<file path="src/rtl/pinwake_pkg.sv">
package pinwake_pkg;
  localparam int REG_AW = 2;
  typedef enum logic [REG_AW-1:0] {
    RA_ENABLE  = 2'd0,
    RA_EDGESEL = 2'd1,
    RA_PENDING = 2'd2,
    RA_UNUSED  = 2'd3
  } reg_addr_e;
endpackage

</file>
<file path="src/rtl/pinwake_sync.sv">
module pinwake_sync #(
  parameter int WIDTH  = 8,
  parameter int STAGES = 2
) (
  input  logic             clk,
  input  logic             rst_n,
  input  logic [WIDTH-1:0] async_i,
  output logic [WIDTH-1:0] sync_o
);
  logic [WIDTH-1:0] stage_q [STAGES];

  generate
    for (genvar s = 0; s < STAGES; s++) begin : g_stage
      if (s == 0) begin : g_first
        always_ff @(posedge clk) begin
          if (!rst_n) stage_q[s] <= '0;
          else        stage_q[s] <= async_i;
        end
      end else begin : g_rest
        always_ff @(posedge clk) begin
          if (!rst_n) stage_q[s] <= '0;
          else        stage_q[s] <= stage_q[s-1];
        end
      end
    end
  endgenerate

  assign sync_o = stage_q[STAGES-1];
endmodule

</file>
<file path="src/rtl/pinwake_edge.sv">
module pinwake_edge #(
  parameter int WIDTH      = 8,
  parameter int PRIME_CYC  = 3
) (
  input  logic             clk,
  input  logic             rst_n,
  input  logic [WIDTH-1:0] level_i,
  input  logic [WIDTH-1:0] fall_sel_i,
  output logic [WIDTH-1:0] edge_o
);
  localparam int CW = $clog2(PRIME_CYC + 1);

  logic [WIDTH-1:0] prev_q;
  logic [CW-1:0]    prime_cnt_q;
  logic             primed;

  assign primed = (prime_cnt_q == CW'(PRIME_CYC));

  always_ff @(posedge clk) begin
    if (!rst_n) begin
      prev_q      <= '0;
      prime_cnt_q <= '0;
    end else begin
      prev_q <= level_i;
      if (!primed) prime_cnt_q <= prime_cnt_q + 1'b1;
    end
  end

  generate
    for (genvar i = 0; i < WIDTH; i++) begin : g_pin
      logic rise, fall;
      assign rise = level_i[i] & ~prev_q[i];
      assign fall = ~level_i[i] & prev_q[i];
      assign edge_o[i] = primed & (fall_sel_i[i] ? fall : rise);
    end
  endgenerate
endmodule

</file>
<file path="src/rtl/pinwake_regs.sv">
module pinwake_regs
  import pinwake_pkg::*;
#(
  parameter int WIDTH = 8
) (
  input  logic              clk,
  input  logic              rst_n,
  input  logic              bus_sel,
  input  logic              bus_we,
  input  logic [REG_AW-1:0] bus_addr,
  input  logic [WIDTH-1:0]  bus_wdata,
  output logic [WIDTH-1:0]  bus_rdata,
  input  logic [WIDTH-1:0]  edge_i,
  output logic [WIDTH-1:0]  enable_o,
  output logic [WIDTH-1:0]  fall_sel_o,
  output logic [WIDTH-1:0]  pending_o
);
  logic [WIDTH-1:0] en_q, sel_q, pend_q;
  logic             wr;
  logic [WIDTH-1:0] clr_mask;

  assign wr       = bus_sel & bus_we;
  assign clr_mask = (wr && reg_addr_e'(bus_addr) == RA_PENDING) ? ~bus_wdata : '0;

  always_ff @(posedge clk) begin
    if (!rst_n) begin
      en_q  <= '0;
      sel_q <= '0;
    end else if (wr) begin
      if (reg_addr_e'(bus_addr) == RA_ENABLE)  en_q  <= bus_wdata;
      if (reg_addr_e'(bus_addr) == RA_EDGESEL) sel_q <= bus_wdata;
    end
  end

  // pending has no reset: it holds across reset
  always_ff @(posedge clk) begin
    pend_q <= (pend_q & ~clr_mask) | edge_i;
  end

  always_comb begin
    unique case (reg_addr_e'(bus_addr))
      RA_ENABLE:  bus_rdata = en_q;
      RA_EDGESEL: bus_rdata = sel_q;
      RA_PENDING: bus_rdata = pend_q;
      default:    bus_rdata = '0;
    endcase
  end

  assign enable_o   = en_q;
  assign fall_sel_o = sel_q;
  assign pending_o  = pend_q;


  pend_source_chk: assert property (@(posedge clk) disable iff (!rst_n)
    1'b1 |=> ((pend_q & ~$past(pend_q) & ~$past(edge_i)) == '0));


  edge_wins_chk: assert property (@(posedge clk) disable iff (!rst_n)
    (|edge_i) |=> ((pend_q & $past(edge_i)) == $past(edge_i)));


  cfg_reset_chk: assert property (@(posedge clk)
    !rst_n |=> (en_q == '0 && sel_q == '0));
endmodule

</file>
<file path="src/rtl/pinwake_top.sv">
module pinwake_top
  import pinwake_pkg::*;
#(
  parameter int WIDTH       = 8,
  parameter int SYNC_STAGES = 2
) (
  input  logic              clk,
  input  logic              rst_n,
  input  logic [WIDTH-1:0]  pins_i,
  input  logic              bus_sel,
  input  logic              bus_we,
  input  logic [REG_AW-1:0] bus_addr,
  input  logic [WIDTH-1:0]  bus_wdata,
  output logic [WIDTH-1:0]  bus_rdata,
  output logic              halt_block,
  output logic              wake_req
);
  localparam int PRIME_CYC = SYNC_STAGES + 1;

  logic [WIDTH-1:0] sync_v, edge_v, en_v, sel_v, pend_v;
  logic             wake_q;

  pinwake_sync #(.WIDTH(WIDTH), .STAGES(SYNC_STAGES)) u_sync (
    .clk(clk), .rst_n(rst_n), .async_i(pins_i), .sync_o(sync_v)
  );

  pinwake_edge #(.WIDTH(WIDTH), .PRIME_CYC(PRIME_CYC)) u_edge (
    .clk(clk), .rst_n(rst_n), .level_i(sync_v), .fall_sel_i(sel_v),
    .edge_o(edge_v)
  );

  pinwake_regs #(.WIDTH(WIDTH)) u_regs (
    .clk(clk), .rst_n(rst_n), .bus_sel(bus_sel), .bus_we(bus_we),
    .bus_addr(bus_addr), .bus_wdata(bus_wdata), .bus_rdata(bus_rdata),
    .edge_i(edge_v), .enable_o(en_v), .fall_sel_o(sel_v), .pending_o(pend_v)
  );

  assign halt_block = |(en_v & pend_v);

  always_ff @(posedge clk) begin
    if (!rst_n) wake_q <= 1'b0;
    else        wake_q <= halt_block;
  end
  assign wake_req = wake_q;


  edge_polarity_chk: assert property (@(posedge clk) disable iff (!rst_n)
    (edge_v & ~(sync_v ^ sel_v)) == '0);


  wake_follow_chk: assert property (@(posedge clk) disable iff (!rst_n)
    halt_block |=> wake_req);


  wake_cause_chk: assert property (@(posedge clk) disable iff (!rst_n)
    $rose(wake_req) |-> $past(halt_block));
endmodule

</file>
<file path="config.mk">
export PLATFORM = sky130hd
export DESIGN_NAME = pinwake_top
export DESIGN_NICKNAME = d
export VERILOG_FILES = /design/src/rtl/pinwake_pkg.sv /design/src/rtl/pinwake_sync.sv /design/src/rtl/pinwake_edge.sv /design/src/rtl/pinwake_regs.sv /design/src/rtl/pinwake_top.sv
export SDC_FILE = /design/constraint.sdc
export NUM_CORES = 1
export LEC_CHECK = 0
export BUFFER_PORTS_ARGS = -buffer_cell sky130_fd_sc_hd__buf_2
export CAP_MARGIN = 20
export CORE_ASPECT_RATIO = 0.6
export CORE_MARGIN = 3
export CORE_UTILIZATION = 25
export DETAILED_ROUTE_END_ITERATION = 7
export PLACE_DENSITY_LB_ADDON = 0.12
export SYNTH_ARGS = -nofsm -noshare
export SYNTH_HDL_FRONTEND = slang
export SYNTH_SLANG_ARGS = --single-unit
</file>
<file path="constraint.sdc">
create_clock -name clk -period 1.1 [get_ports clk]
set_input_delay 0.22 -clock clk [delete_from_list [all_inputs] [get_ports clk]]
set_output_delay 0.22 -clock clk [all_outputs]
set_load 0.005 [all_outputs]
</file>
==> qor.yml, run 1 <==
clock_latency_ps: 290
synthCells: 205
fin_crit_sh: 1.261
cts.sinks: 51
firstDrtPassIters: 4
cp_max_fo: 2
utilization: 0.3737
stdcell_area_mm2: 0.002805
synth-seq-area-share: 0.5087
hold_slack_ps: 126.1
hp-class: "primary input to flop"
finalPower_mw: 4.727
clkSlewWorstSetupHoldPaths_ps: 70
die_area_mm2: 0.009174
hold_end: "u_sync.stage_q[0][2]"
ctsHoldBuffers: 0
min_from: "pins_i[2]"
status: "finished, violations left"
final_nets: 294
antenna_cells: 0
rr_endpoint: "wake_req"
crit_arrival_ps: 1170
row_count: 24
layout.cells.non_filler: 376
vias: 1563
track_usage: 0.1171
h-tree-depth: 2
drt_wl_total_um: 4832
coreArea_mm2: 0.007507
drt-initial-drc-count: 98
power_leakage_nw: 1.204
vdd_drop_max_mv: 0.5311
fmax_ghz: 0.7210
failed_checks: "negative setup slack"
synth.distinct_cells: 21
r2r_slack_ps: 100
ant_nets: 0
startpoint: "u_regs.pending_o[6]"
ys_ff_latch: 51
post_drt_wl_per_cell_um: 12.85
ys.warnings.count: 0
finalSetupViolations: 9
fin_worst_skew_ps: 5.766
timing.final.ws_setup_ps: -287.0
cts_buffer_depth: 2
drv_slew: 0
viasPerCell: 4.157
hpwl_um: 3451
syn_area_mm2: 0.002007
dp.cells: 360
r2r_cells: 3
power_density_mw_per_mm2: 1685
r2r_start: "u_regs.pending_o[6]"
grt_pass1_wl_um: 7941
cts_inserted_buffers: 5
start_kind: "flop"
fin_tns_setup_ps: -1449
cts-root-buf: "clkbuf_16"
worstMarginPinSlew_ps: 213.2
drive_gt1_frac: 0.3566
ios: 32
synth_area_per_cell_um2: 9.790
fill_cells: 780
start_util: 0.2673
dp_slack_ps: -130.4
die_w_um: 121.7
numPortBuffers: 31
grt_overflow: 0
hold_depth: 2
cp-end-kind: "output port"
hold_viol: 0
cap_violations: 0
cts_tree: "yes"
antenna_found_initial: 0
place_area_mm2: 0.002474
relSlewSlack: 0.8564
gp_congestion: 0.7195
syn_to_final_growth_pct: 39.78
grt_max_degree: 44
syn-num-nets: 228
fp.dieH_um: 75.40
grt_pass1_vias: 1498
drc: 0
path_class: "flop to output port"
rsz0062_at_grt: "yes"
required_ps: 880
finalCriticalPeriod_ps: 1387
-- power breakdown --
part           internal [mW]  leakage [nW]  switching, mW  total (mW)
Combinational          0.338         0.689          0.247       0.585
Sequential              2.02         0.425          0.124        2.15
Clock                   1.30        0.0900          0.693        2.00
-- layer usage --
layer,global-route usage,wire length (um)
met5,0,0
met2,0.1639,1876
met1,0.1679,2620
met3,0.03709,267
met4,0.04472,67
-- flip-flops by register name, indices dropped and copies added, names as in the netlist --
signal,count
u_sync.stage_q,16
u_regs.fall_sel_o,8
u_regs.enable_o,8
u_edge.prime_cnt_q,2
wake_req,1
u_edge.prev_q,8
u_regs.pending_o,8
-- cell usage after synthesis --
library cell,number,area share
a22oi_1,4,0.015
and4bb_2,1,0.0062
ha_1,1,0.0062
dfxtp_1,51,0.51
and4b_1,1,0.0050
o21ai_0,24,0.060
nand4_1,1,0.0031
mux2i_1,17,0.085
clkbuf_2,1,0.0025
buf_2,2,0.0050
and3b_1,8,0.035
nand4b_1,1,0.0044
nor2b_1,10,0.031
buf_6,2,0.011
clkbuf_1,5,0.0094
nand4b_2,1,0.0075
nor3b_1,8,0.030
and2_1,26,0.081
nand2_1,32,0.060
a21boi_0,8,0.030
xnor2_1,1,0.0044
-- worst max-delay path by stage --
stage	to	slack (ps)	depth (start not counted)
6_report	halt_block	-290	3
3_3_place_gp	bus_rdata[2]	-120	5
5_1_grt	halt_block	-350	3
4_1_cts	halt_block	-280	3
2_1_floorplan	u_edge.prime_cnt_q[0]	100	4
3_5_place_dp	bus_rdata[5]	-130	6
-- cell usage in the layout, fill, tap and decap left out --
cell	Yosys	routed
a21boi_0	8	8
a22oi_1	4	1
a22oi_2	0	3
and2_1	26	26
and3b_1	8	8
and4b_1	1	1
and4bb_2	1	1
buf_12	0	1
buf_2	2	30
buf_4	0	31
buf_6	2	6
bufinv_16	0	2
clkbuf_16	0	5
clkbuf_4	0	1
clkinvlp_4	0	1
dfxtp_1	51	38
dfxtp_2	0	12
dfxtp_4	0	1
ha_4	0	1
mux2i_1	17	17
nand2_1	32	32
nand4_1	1	1
nand4b_1	1	1
nand4b_2	1	1
nor2b_1	10	9
nor2b_4	0	1
nor3b_1	8	8
o21ai_0	24	15
o21ai_1	0	9
xnor2_1	1	1
-- final cells by class --
cell class                      count  area [um^2]  share of cell area
Tap cell                          104        130.1             0.04639
Sequential cell                    51         1040              0.3707
Clock inverter                      3        67.56             0.02409
Timing Repair Buffer               69        478.0              0.1704
Multi-Input combinational cell    144        964.7              0.3439
Clock buffer                        5        125.1             0.04460
-- kinds of logic (layout without fill, tap and decap cells) --
family / Yosys count / after routing / share of synthesized area
adders and majority gates: 1 / 1 / 0.006233
buffers and inverters: 10 / 77 / 0.02805
muxes: 17 / 17 / 0.08479
DFF: 51 / 51 / 0.5087
and+or+nand+nor: 89 / 89 / 0.2631
xor gates and xnor gates: 1 / 1 / 0.004365
AOI/OAI and AO/OA: 36 / 36 / 0.1047
-- timing repair --
item | CTS | global route
pin swaps | 5 | 5
cloned | 0 | 0
buffers inserted | 5 | 3
endpoints found under the hold margin | 0 | 0
resized for setup | 31 | 6
setup endpoints to repair | 9 | 13
-- critical path, cell delays in order, from the launching register on --
cell	delay [ps]
dfxtp_1	320
a22oi_2	220
nand4_1	170
buf_2	170
Power figures use the tool's default switching activity.
==> run 2: changes to the inputs <==
- CORE_MARGIN: 3 -> default
==> run 2 against run 1 <==
  * The flow still finishes with violations (negative setup slack)
  * Clock skew down 1.9 ps
  * Worst setup slack improved by 9.3 ps
  * Die area decreased by 8.4%
  * Critical endpoint unchanged
  * Highest routed layer unchanged
==> qor.yml, run 2 (synthesis gave the netlist of run 1 again) <==
numPortBuffers: 31  # unchanged
grt_pass1_vias: 1586  # +5.9%
drive_gt1_frac: 0.3824  # +0.02574
hpwl_um: 3557  # +3.1%
relSlewSlack: 0.7905  # -0.06586
cts_buffer_depth: 2  # unchanged
firstDrtPassIters: 4  # unchanged
fp.dieH_um: 71.40  # -5.3%
hp-class: "primary input to flop"
layout.cells.non_filler: 376  # unchanged
path_buf_inv: 1  # unchanged
fin_crit_sh: 1.252  # -0.008431
drt-initial-drc-count: 122  # +24%
antenna_cells: 0  # unchanged
clock_latency_ps: 290  # about the same
post_drt_wl_per_cell_um: 13.14  # +2.2%
finalSetupViolations: 9  # unchanged
worstMarginPinSlew_ps: 310.9  # +97.75 ps
timing.final.ws_setup_ps: -277.7  # +9.274 ps
h-tree-depth: 2  # unchanged
r2r_slack_ps: 60  # -40 ps
layout_common_cells: "33 x buf_4, 33 x dfxtp_1, 31 x nand2_1"
dp_slack_ps: -177.0  # -46.61 ps
fin_worst_skew_ps: 3.852  # -1.913 ps
clkSlewWorstSetupHoldPaths_ps: 70  # about the same
rsz0062_at_grt: "yes"
cp_slowest_stage_delay_ps: 340  # +20 ps
ctsHoldBuffers: 0  # unchanged
status: "finished, violations left"
power_leakage_nw: 1.197  # -0.61%
largest_register_ffs: 16  # unchanged
fill_cells: 805  # +3.2%
grt_max_degree: 44  # unchanged
cap_violations: 0  # unchanged
coreArea_mm2: 0.007507  # unchanged
cts.sinks: 51  # unchanged
required_ps: 880  # about the same
cp_max_fo: 3  # +1
fmax_ghz: 0.7258  # +0.67%
ios: 32  # unchanged
vdd_drop_max_mv: 0.5548  # +4.5%
die_w_um: 117.7  # -3.3%
gp_congestion: 0.7133  # -0.86%
dp.cells: 362  # +0.56%
drv_slew: 0  # unchanged
antenna_found_initial: 0  # unchanged
failed_checks: "negative setup slack"
die_area_mm2: 0.008402  # -8.4%
track_usage: 0.1306  # +0.01347
start_kind: "flop"
ant_nets: 0  # unchanged
finalCriticalPeriod_ps: 1378  # -9.274 ps
cts-root-buf: "clkbuf_16"
grt_overflow: 0  # unchanged
path_cells: "a22oi_2, nand4_1, buf_2"
regMostFlops: "u_sync.stage_q"
cts_tree: "yes"
vias: 1597  # +2.2%
power_density_mw_per_mm2: 1644  # -2.4%
crit_path_top_delay_cell: "dfxtp_2"
drt_wl_total_um: 4940  # +2.2%
drc: 0  # unchanged
start_util: 0.2673  # unchanged
row_count: 24  # unchanged
hold_viol: 0  # unchanged
grt_pass1_wl_um: 8328  # +4.9%
cp-end-kind: "output port"
cpLargestDelayFamily: "flip-flops"
viasPerCell: 4.247  # +2.2%
path_class: "flop to output port"
cts_inserted_buffers: 5  # unchanged
hold_slack_ps: 128.6  # +2.432 ps
crit_arrival_ps: 1160  # about the same
syn_to_final_growth_pct: 38.40
final_nets: 294  # unchanged
-- run 2: cell count changes in the layout (fill, tap and decap cells not counted), moves of 2 or more --
cell     change
buf_4        +2
dfxtp_2      +5
buf_6        -2
dfxtp_1      -5
-- run 2: power by group --
group / switching [mW] / leakage, nW / total [mW] / internal, mW
clock network: 0.687 / 0.0868 / 1.82 / 1.13
logic: 0.261 / 0.683 / 0.595 / 0.334
registers: 0.124 / 0.427 / 2.15 / 2.03
total: 1.07 / 1.20 / 4.57 / 3.49
-- run 2: metrics by stage --
stage,utilization,area (um^2),setup TNS [ps],power [mW]
after floorplan,-,2007,0,2.400
after global placement,0.3315,2489,-2362,2.737
after detailed placement,0.3315,2489,-2634,2.730
after CTS,0.3667,2753,-1528,4.621
after global routing,0.3700,2778,-1982,4.815
final,0.3700,2778,-1390,4.566
-- run 2: layout make-up --
| type | instances | area, um^2 | area share |
|---|---|---|---|
| Timing Repair Buffer | 69 | 470.5 | 0.1694 |
| Tap cell | 104 | 130.1 | 0.04685 |
| Clock inverter | 2 | 35.03 | 0.01261 |
| Multi-Input combinational cell | 144 | 957.2 | 0.3446 |
| Clock buffer | 6 | 138.9 | 0.05000 |
| Sequential cell | 51 | 1046 | 0.3766 |
-- run 2: path summary, 6_finish.rpt --
path,from,end,depth (start not counted)
worst min register to register,u_sync.stage_q[0][7],u_sync.stage_q[1][7],1
worst max-delay path,u_regs.enable_o[5],halt_block,3
worst max register to register,u_edge.prime_cnt_q[1],u_regs.pending_o[2],5
worst min-delay path,pins_i[4],u_sync.stage_q[0][4],2
-- run 2: routing by layer --
layer	GRT usage	part of all wire
met1	0.2003	0.58
met2	0.1706	0.36
met3	0.04140	0.051
met4	0.03419	0.0073
met5	0	0
-- run 2: repair_timing --
item / 4_1_cts / 5_1_grt
pin swaps: 6 / 6
resized for setup: 36 / 5
buffers inserted: 4 / 2
endpoints found under the setup margin: 12 / 15
==> run 3: changes to the inputs <==
- CTS_CLUSTER_SIZE: default -> 10
- SLEW_MARGIN: default -> 15
- SYNTH_HIERARCHICAL: default -> 1
==> run 3 against run 2 <==
  * Worst setup slack better by 25 ps
  * Cell count is 4.0% lower
  * Sequential power is 2% higher
  * Hold slack better by 17 ps
  * Global-route usage is 0.32 points lower
  * The flow still finishes with violations (negative setup slack)
  * Area after synthesis is 5.1% higher
  * Clock skew is 0.60 ps higher
  * Sequential cell count stayed put
  * Core utilization is 2.2 points lower
==> qor.yml, run 3 <==
status: "finished, violations left"
failed_checks: "negative setup slack"
synth.distinct_cells: 24  # +14%
cts_buffer_depth: 2  # unchanged
relSlewSlack: 0.8294  # +0.03882
layout_common_cells: "34 x dfxtp_1, 31 x buf_2, 31 x nand2_1"
drive_gt1_frac: 0.3953  # +0.01290
multi_input_area_mm2: 0.001055  # +10%
antenna_found_initial: 0  # unchanged
ant_nets: 0  # unchanged
crit_arrival_ps: 1130  # -30 ps
cp_max_fo: 2  # -1
stdcell_area_mm2: 0.002784  # +0.23%
final_nets: 275  # -6.5%
firstDrtPassIters: 4  # unchanged
startpoint: "u_regs/enable_o[3]"
grt_pass1_vias: 1636  # +3.2%
drv_slew: 0  # unchanged
synthTopCellsByCount: "51 x dfxtp_1, 32 x nand2_1, 25 x mux2i_1"
drt_wl_total_um: 5094  # +3.1%
finalCriticalPeriod_ps: 1352  # -25.31 ps
dp.cells: 345  # -4.7%
grt_max_degree: 27  # -39%
rr_endpoint: "u_regs/pending_o[5]"
r2r_start: "u_edge/prime_cnt_q[0]"
drt-initial-drc-count: 40  # -67%
fin_crit_sh: 1.229  # -0.02301
numPortBuffers: 31  # unchanged
syn_area_mm2: 0.002110  # +5.1%
hp-class: "primary input to flop"
cap_violations: 0  # unchanged
h-tree-depth: 2  # unchanged
viasPerCell: 4.407  # +3.8%
rsz0062_at_grt: "yes"
synthTopCellsByArea: "dfxtp_1 48%, mux2i_1 12%, nand2_1 5.7%, nand4bb_1 4.8%, and2_2 4.3%"
post_drt_wl_per_cell_um: 14.11  # +7.4%
fin_tns_setup_ps: -1200  # +190.0 ps
row_count: 25  # +4.2%
ctsHoldBuffers: 0  # unchanged
synth_edf_count: 0  # unchanged
fmax_ghz: 0.7394  # +1.9%
vias: 1591  # -0.38%
clock_latency_ps: 290  # about the same
drc: 0  # unchanged
use_met2: 0.1916  # +0.02098
cts_tree: "yes"
start_util: 0.2634  # -0.003896
power_density_mw_per_mm2: 1599  # -2.7%
ys.warnings.count: 6  # +6
synth_area_per_cell_um2: 10.29  # +5.1%
worstMarginPinSlew_ps: 256.0  # -54.95 ps
timing.final.ws_setup_ps: -252.4  # +25.31 ps
die_w_um: 120.6  # +2.5%
hold_viol: 0  # unchanged
antenna_cells: 0  # unchanged
final_common_cell: "dfxtp_1"
syn-num-nets: 228  # unchanged
r2r_cells: 6  # +1
synth-seq-area-share: 0.4840  # -0.02474
ios: 32  # unchanged
power_leakage_nw: 1.185  # -0.99%
syn_to_final_growth_pct: 31.97
start_kind: "flop"
cts.sinks: 51  # unchanged
gr-usage-met3: 0.03984  # -0.001558
largest_register_ffs: 16  # unchanged
hpwl_um: 3398  # -4.5%
hold_slack_ps: 146.0  # +17.40 ps
synth_top_area_frac: 0.4840  # -0.02474
fill_cells: 846  # +5.1%
fin_worst_skew_ps: 4.449  # +0.5970 ps
coreArea_mm2: 0.008008  # +6.7%
yosys.area.top_type: "dfxtp_1"
gp_congestion: 0.7073  # -0.84%
seqCellArea_mm2: 0.001042  # -0.36%
finalSetupViolations: 14  # +5
required_ps: 880  # about the same
regMostFlops: "u_sync/stage_q"
synthCells: 205  # unchanged
crit_end: "halt_block"
fp.dieH_um: 73.16  # +2.5%
ys_ff_latch: 51  # unchanged
grt_use_met1: 0.1792  # -0.02111
cts_inserted_buffers: 5  # unchanged
vdd_drop_max_mv: 0.5771  # +4.0%
track_usage: 0.1274  # -0.003206
ys.flop_type: "dfxtp_1"
grt_pass1_wl_um: 8369  # +0.49%
cts-root-buf: "clkbuf_16"
path_class: "flop to output port"
min_from: "pins_i[0]"
synthMostInstantiatedCell: "dfxtp_1"
die_area_mm2: 0.008822  # +5.0%
clkSlewWorstSetupHoldPaths_ps: 70  # about the same
r2r_slack_ps: -20  # -80 ps
synthArstFlopShare: 0  # unchanged
finalPower_mw: 4.451  # -2.5%
layout.cells.non_filler: 361  # -4.0%
top_usage_layer: "met2"
place_area_mm2: 0.002486  # -0.10%
dp_slack_ps: -123.4  # +53.55 ps
utilization: 0.3477  # -0.02234
cp-end-kind: "output port"
grt_overflow: 0  # unchanged
## run 3: kinds of logic after synthesis
| logic type | after synthesis | synth area share |
|---|---|---|
| buffers and inverters | 11 | 0.03558 |
| DFF | 51 | 0.4840 |
| muxes | 25 | 0.1186 |
| adders and majority gates | 1 | 0.005930 |
| and+or+nand+nor | 95 | 0.2681 |
| AOI/OAI and AO/OA | 21 | 0.08364 |
| xor gates and xnor gates | 1 | 0.004153 |
## run 3: cell type report
| class | instances | area share |
|---|---|---|
| multi-input cells | 143 | 0.3789 |
| flip-flops and latches | 51 | 0.3744 |
| repair buffers | 50 | 0.1425 |
| clock buffers | 7 | 0.05124 |
| well taps | 108 | 0.04854 |
| clock inverters | 1 | 0.003146 |
| inverters | 1 | 0.001348 |
## run 3: where the power goes
group	switching, mW	internal [mW]	leakage, nW
Combinational	0.290	0.384	0.686
Sequential	0.142	2.04	0.425
Clock	0.679	0.911	0.0741
## run 3: repair_timing
action	CTS	global route
gates resized for setup	19	10
setup buffers	5	2
pin swaps	10	18
cloned	0	1
setup endpoints to repair	17	18
## run 3: per-layer routing
layer  vias to the layer above  share of wire
li1                        810              -
met1                       747           0.54
met2                        30           0.41
met3                         4          0.048
met4                         0         0.0041
met5                         -              0
## run 3: critical path, cell delays in order, from the launching register on
cell     delay (ps)
dfxtp_2         320
a22oi_2         270
nand4_1         110
buf_2           140
## run 3: worst min path at each step
stage / to / slack (ps) / depth (start not counted)
2_1_floorplan: u_edge/prime_cnt_q[0] / 340 / 1
3_3_place_gp: u_sync/stage_q[1][3] / 420 / 1
3_5_place_dp: u_sync/stage_q[1][2] / 420 / 1
4_1_cts: u_sync/stage_q[0][0] / 140 / 2
5_1_grt: u_sync/stage_q[0][1] / 140 / 2
6_report: u_sync/stage_q[0][0] / 150 / 2
